File: config.mk
export PLATFORM = sky130hd
export DESIGN_NAME = phlock_alarm_top
export DESIGN_NICKNAME = d
export VERILOG_FILES = /design/src/rtl/pla_pkg.sv /design/src/rtl/pla_attempt_timer.sv /design/src/rtl/pla_alarm_cell.sv /design/src/rtl/phlock_alarm_top.sv
export SDC_FILE = /design/constraint.sdc
export NUM_CORES = 1
export LEC_CHECK = 0
export ABC_CLOCK_PERIOD_IN_PS = 12900
export BUFFER_PORTS_ARGS = -buffer_cell sky130_fd_sc_hd__buf_2
export CAP_MARGIN = 0
export CORE_UTILIZATION = 60
export DETAILED_ROUTE_END_ITERATION = 10
export GPL_TIMING_DRIVEN = 0
export PLACE_DENSITY = 0.79
export SETUP_SLACK_MARGIN = 0.2
export SYNTH_ARGS = -nofsm -noshare
export SYNTH_HDL_FRONTEND = slang
export SYNTH_HIERARCHICAL = 1
export SYNTH_SLANG_ARGS = --single-unit
File: constraint.sdc
create_clock -name clk -period 12.9 [get_ports clk]
set_clock_uncertainty 0.15 [all_clocks]
set_input_delay 2.58 -clock clk [delete_from_list [all_inputs] [get_ports clk]]
set_output_delay 2.58 -clock clk [all_outputs]
set_load 0.05 [all_outputs]
File: src/rtl/pla_pkg.sv
package pla_pkg;
  localparam int NUM_IN = 6;
  localparam int TMO_W  = 6;
  localparam int MUL_W  = 2;
  localparam int SEL_W  = $clog2(NUM_IN);
  localparam int LIM_W  = TMO_W + MUL_W;

  function automatic logic [LIM_W-1:0] calc_limit(input logic [TMO_W-1:0] base,
                                                  input logic [MUL_W-1:0] code);
    logic [MUL_W-1:0] fac;
    fac = (code == '0) ? MUL_W'(1) : code;
    return LIM_W'(base) * LIM_W'(fac);
  endfunction
endpackage

File: src/rtl/pla_attempt_timer.sv
module pla_attempt_timer
  import pla_pkg::*;
#(
  parameter int SW = SEL_W,
  parameter int LW = LIM_W
) (
  input  logic          clk,
  input  logic          rst_n,
  input  logic [SW-1:0] sel_idx,
  input  logic          pll_locked,
  input  logic          tick_1hz,
  input  logic [LW-1:0] limit,
  output logic          raise
);
  logic [SW-1:0] sel_q;
  logic [LW-1:0] cnt_q;
  logic          sel_chg;
  logic          hold;
  logic          reach;

  assign sel_chg = (sel_idx != sel_q);
  assign hold    = pll_locked || sel_chg || (limit == '0);
  assign reach   = ({1'b0, cnt_q} + 1'b1) >= {1'b0, limit};
  assign raise   = !hold && tick_1hz && reach;

  always_ff @(posedge clk) begin
    if (!rst_n) begin
      sel_q <= '0;
      cnt_q <= '0;
    end else begin
      sel_q <= sel_idx;
      if (hold || raise) cnt_q <= '0;
      else if (tick_1hz) cnt_q <= cnt_q + 1'b1;
    end
  end
endmodule

File: src/rtl/pla_alarm_cell.sv
module pla_alarm_cell
  import pla_pkg::*;
#(
  parameter int LW = LIM_W
) (
  input  logic          clk,
  input  logic          rst_n,
  input  logic          set_i,
  input  logic          clr_i,
  input  logic          auto_clear,
  input  logic          tick_1hz,
  input  logic [LW-1:0] limit,
  output logic          alarm_o
);
  logic [LW-1:0] age_q;
  logic          aged;

  assign aged = ({1'b0, age_q} + 1'b1) >= {1'b0, limit};

  always_ff @(posedge clk) begin
    if (!rst_n) begin
      alarm_o <= 1'b0;
      age_q   <= '0;
    end else if (set_i) begin
      alarm_o <= 1'b1;
      age_q   <= '0;
    end else if (alarm_o) begin
      if (auto_clear) begin
        if (tick_1hz) begin
          if (aged) begin
            alarm_o <= 1'b0;
            age_q   <= '0;
          end else begin
            age_q <= age_q + 1'b1;
          end
        end
      end else if (clr_i) begin
        alarm_o <= 1'b0;
        age_q   <= '0;
      end
    end
  end
endmodule

File: src/rtl/phlock_alarm_top.sv
module phlock_alarm_top
  import pla_pkg::*;
#(
  parameter int N  = NUM_IN,
  parameter int TW = TMO_W,
  parameter int MW = MUL_W
) (
  input  logic                 clk,
  input  logic                 rst_n,
  input  logic [$clog2(N)-1:0] sel_idx,
  input  logic                 pll_locked,
  input  logic                 tick_1hz,
  input  logic [TW-1:0]        tmo_val,
  input  logic [MW-1:0]        mult_code,
  input  logic                 auto_clear,
  input  logic [N-1:0]         clr_w1c,
  output logic [N-1:0]         alarm,
  output logic [N-1:0]         disq
);
  localparam int SW = $clog2(N);
  localparam int LW = TW + MW;

  logic [LW-1:0] limit;
  logic          raise;

  assign limit = LW'(calc_limit(TMO_W'(tmo_val), MUL_W'(mult_code)));

  pla_attempt_timer #(.SW(SW), .LW(LW)) u_timer (
    .clk(clk), .rst_n(rst_n), .sel_idx(sel_idx), .pll_locked(pll_locked),
    .tick_1hz(tick_1hz), .limit(limit), .raise(raise)
  );

  for (genvar i = 0; i < N; i++) begin : g_cell
    logic hit;
    assign hit = raise && (sel_idx == SW'(i));
    pla_alarm_cell #(.LW(LW)) u_cell (
      .clk(clk), .rst_n(rst_n), .set_i(hit), .clr_i(clr_w1c[i]),
      .auto_clear(auto_clear), .tick_1hz(tick_1hz), .limit(limit),
      .alarm_o(alarm[i])
    );
  end

  assign disq = alarm;
endmodule

==> summary by stage <==
Run status
The flow ran to the end, and the final reports show no timing, DRC or antenna violations.

Global routing
The pin count of the biggest net entering global routing is 19. The number of antenna violations at the first check in global routing is 0. The total track usage is a little over a quarter. The number of global-route vias before repair came to between 4,000 and 5,000. The total congestion overflow is 0.

The first global-routing pass estimated 20.5 mm of wire.

Timing
Setup violations remaining at the end of the flow were counted as 0. The transition time at the pin with the least slew margin is 1.03 ns. The worst path in the final design needs a cycle of 7.28 ns, including I/O delays and setup.

The sum of negative setup slack is 0 ns. Timing would allow up to 137 MHz. The count of final hold-check violations was 0.

Setup repair after global routing left no endpoint under its margin. Setup slack closes at around 5.6 ns. The final period utilization is 56.4%.

Measured against its own limit, the worst slew margin works out to ~31%. The number of max-slew violations in the final report was 0.

Layout
The post-route netlist has approximately 17% of its cells at a drive strength greater than 1. The number of antenna diodes is 0. The area growth from synthesis to final layout is 9.35%. At the end of the flow, the number of nets in the layout was ~810.

The number of fill cells is ~740.

Critical path
In this run the worst path has a maximum fanout of 9. Data arrives at the worst endpoint at between 7 and 8 ns. The worst setup path is launched from an input pin. The category of the critical setup timing path is input pin to register. The buffer and inverter count on the worst path is 3. The kind of end point of the critical path is a register. The data required time at the worst endpoint is approximately 13 ns. The worst stage delay on the critical path is roughly 0.73 ns. The kind of cell adding the most delay to the critical path is compound AO/OA/AOI/OAI gates. The critical path goes through buf_2 > nand2b_1 > and2_1 > ha_1 > inv_1 > fa_1 > nor2b_1 > o21a_1 > o21ai_0 > a21oi_1 > inv_1 > ha_1 > and3_4 > o2111ai_1 > o211ai_4 > and4_1 > nand2b_1 > nor3_1 > nor2b_1 > a21boi_1 > nand2_1 > o21ai_2. The critical path's slowest cell is sky130_fd_sc_hd__a21oi_1.

Route
For this block, the routed nets add up to about 12 mm of wire. After the first detailed-routing iteration, the DRC count stood at about 160. The via count is between 4,000 and 5,000. The length of the first detailed-routing pass in iterations is 5. In this run the remaining antenna-violating nets after routing total 0. After detailed routing, the number of remaining DRC violations is 0.

The per-cell via count in the routed design is roughly 5.6. After detailed routing, the average wire length per cell comes to 14.0 um.

Die
Measured along the x axis, the die boundary spans 97.1 um. The number of placement rows is 34. During I/O placement, the number of pins put on the boundary was 34.

The die covers between 9000 and 10,000 um^2. The starting density of the core is around 62%. In this run the vertical extent of the chip is roughly 97 um. The core box area is around 8700 um^2.

Place
Detailed placement finished with a half-perimeter wire length of around 8.8 mm. The number of buffer cells added on primary ports is 33. The congestion estimate from routability-driven global placement came to ~0.84. The worst slack at placement is between 5 and 6 ns.

Yosys
The average size of a mapped cell is between 8 and 9 um^2. The net count after synthesis is around 760. For this run, the number of Yosys warnings is 6. The synthesis-stage register bit count is 65.

The netlist uses between 40 and 50 different library cells. For this run, the leading register cell type out of synthesis is sky130_fd_sc_hd__dfxtp_1. The fraction of the yosys area taken by sequential cells is 24.0%. The synthesized design contains 0 enable-type register cells. Summing every instance area after synthesis gives roughly 5400 um^2. The async set or reset register ratio after synthesis is 0%. In the synthesized netlist, the number of instances is roughly 670.

Clock network
The clock insertion delay at the later pin of the skew report is 0.35 ns. Clock tree synthesis found a total of 65 sinks. The clock-pin slew on the worst setup and hold paths is 0.08 ns. The number of setup buffers added after CTS is 0.

The cell sitting at the root of the clock tree is a sky130_fd_sc_hd__clkbuf_8. The CTS tree is done. After clock tree synthesis, the flow added hold-fix buffers numbering 0.

The H-tree was split into 3 levels. The quantity of gates resized following cts is 0. The clock passes through at most 2 buffers.

Counting the buffers created by CTS gives 9.

Power
The largest voltage drop on the vdd net is roughly 46 uV. The total power divided by cell area is roughly 79 nW/um^2. Summed over all cells, the static leakage comes to around 3.0 nW.

Min path
In this run the worst hold path is classified as register to register.

Flow run
The tool flagged a number of max-cap violations equal to 0.
power by group:
part           switching, W  total [W]  internal [W]
registers       0.000000365   0.000201      0.000201
clock network     0.0000851   0.000185      0.000100
logic             0.0000513  0.0000791     0.0000278
synthesized netlist by cell type, types with 7 or more instances:
library cell,number,share of area (%)
sky130_fd_sc_hd__nand2b_1,11,1.3
sky130_fd_sc_hd__inv_1,110,7.6
sky130_fd_sc_hd__o21ai_2,40,6.5
sky130_fd_sc_hd__a21o_1,18,2.5
sky130_fd_sc_hd__nor2b_1,11,1.3
sky130_fd_sc_hd__and2_1,12,1.4
sky130_fd_sc_hd__nand2_1,101,7.0
sky130_fd_sc_hd__nor3_1,7,0.65
sky130_fd_sc_hd__a2111oi_1,7,1.3
sky130_fd_sc_hd__o21ai_0,9,0.83
sky130_fd_sc_hd__dfxtp_1,65,24
sky130_fd_sc_hd__nand3_1,17,1.6
sky130_fd_sc_hd__nand4_1,20,2.3
sky130_fd_sc_hd__nor2_1,27,1.9
sky130_fd_sc_hd__a21oi_1,16,1.5
sky130_fd_sc_hd__xnor2_1,37,6.0
sky130_fd_sc_hd__ha_1,68,16
sky130_fd_sc_hd__xor2_1,19,3.1
sky130_fd_sc_hd__o31ai_1,8,1.1
tightest hold or removal path, stage by stage, from the launching register on:
cell and delay (ns):
sky130_fd_sc_hd__dfxtp_1 0.33, sky130_fd_sc_hd__nand2_1 0.07, sky130_fd_sc_hd__o21ai_2 0.04
flip-flops by register name, summed over array words and instances, names as in the netlist:
| name | flops |
|---|---|
| g_cell.u_cell/age_q | 48 |
| u_timer/cnt_q | 8 |
| u_timer/sel_q | 3 |
| g_cell.u_cell/alarm_o | 6 |
kinds of logic after synthesis:
kind of cell / Yosys count / synth area share [%]
AND/OR/NAND/NOR: 236 / 23.4
AO/OA/AOI/OAI: 124 / 18.3
buffers and inverters: 120 / 8.79
adder cells (fa/ha/maj): 69 / 16.1
flip-flops: 65 / 24.0
XOR/XNOR: 56 / 9.05
multiplexers: 2 / 0.392
cells in the final DEF (no fill, tap or decap), types with 6 or more instances in the layout:
cell / n
sky130_fd_sc_hd__a2111oi_1: 7
sky130_fd_sc_hd__nand3_1: 17
sky130_fd_sc_hd__o21ai_0: 9
sky130_fd_sc_hd__nand4_1: 20
sky130_fd_sc_hd__a21oi_1: 16
sky130_fd_sc_hd__nand2_1: 101
sky130_fd_sc_hd__nor2b_1: 11
sky130_fd_sc_hd__buf_4: 6
sky130_fd_sc_hd__clkbuf_8: 11
sky130_fd_sc_hd__buf_2: 36
sky130_fd_sc_hd__nand2b_1: 11
sky130_fd_sc_hd__o31ai_1: 8
sky130_fd_sc_hd__nor3_1: 7
sky130_fd_sc_hd__o21ai_2: 40
sky130_fd_sc_hd__dfxtp_1: 65
sky130_fd_sc_hd__xnor2_1: 37
sky130_fd_sc_hd__ha_1: 68
sky130_fd_sc_hd__nor2_1: 27
sky130_fd_sc_hd__and2_1: 12
sky130_fd_sc_hd__a21o_1: 18
sky130_fd_sc_hd__or3_1: 6
sky130_fd_sc_hd__xor2_1: 19
sky130_fd_sc_hd__inv_1: 110
stage by stage:
step / util, % / cells / power [W] / hold slack [ns] / area (um^2)
after floorplan: - / 672 / 0.000259 / 0.304 / 5420
after global placement: 65.6 / 813 / 0.000280 / 0.314 / 5720
after detailed placement: 65.6 / 813 / 0.000285 / 0.318 / 5720
after CTS: 68.0 / 829 / 0.000470 / 0.330 / 5930
after global routing: 68.0 / 829 / 0.000486 / 0.361 / 5930
final: 68.0 / 829 / 0.000466 / 0.327 / 5930
layer usage:
layer,vias up,GRT usage (%),share of wire [%]
met5,-,0,0
met4,0,11.5,2.1
met3,22,3.67,3.2
met2,73,46.7,49
met1,2164,32.0,45
li1,2360,-,-
final timing paths:
path	slack, ns	to	cells after the start	startpoint
hold / removal	0.33	g_cell[3].u_cell/age_q[3]$_SDFFE_PP0P_	2	g_cell[3].u_cell/age_q[3]$_SDFFE_PP0P_
hold reg to reg	0.33	g_cell[3].u_cell/age_q[3]$_SDFFE_PP0P_	2	g_cell[3].u_cell/age_q[3]$_SDFFE_PP0P_
setup / recovery	5.62	g_cell[0].u_cell/age_q[5]$_SDFFE_PP0P_	22	mult_code[1]
setup reg to reg	9.06	g_cell[2].u_cell/age_q[7]$_SDFFE_PP0P_	15	u_timer/cnt_q[0]$_SDFFE_PP0P_
area by class of cell:
cell class                      instances  area, um^2  area share [%]
Tap cell                              108         135            2.28
Sequential cell                        65        1300            22.0
Clock inverter                          4        51.3           0.865
Timing Repair Buffer                   33         165            2.79
Clock buffer                           12         155            2.62
Multi-Input combinational cell        487        3640            61.5
Inverter                              110         413            6.96
Buffer                                 10        63.8            1.08
(Power assumes the default switching activity.)
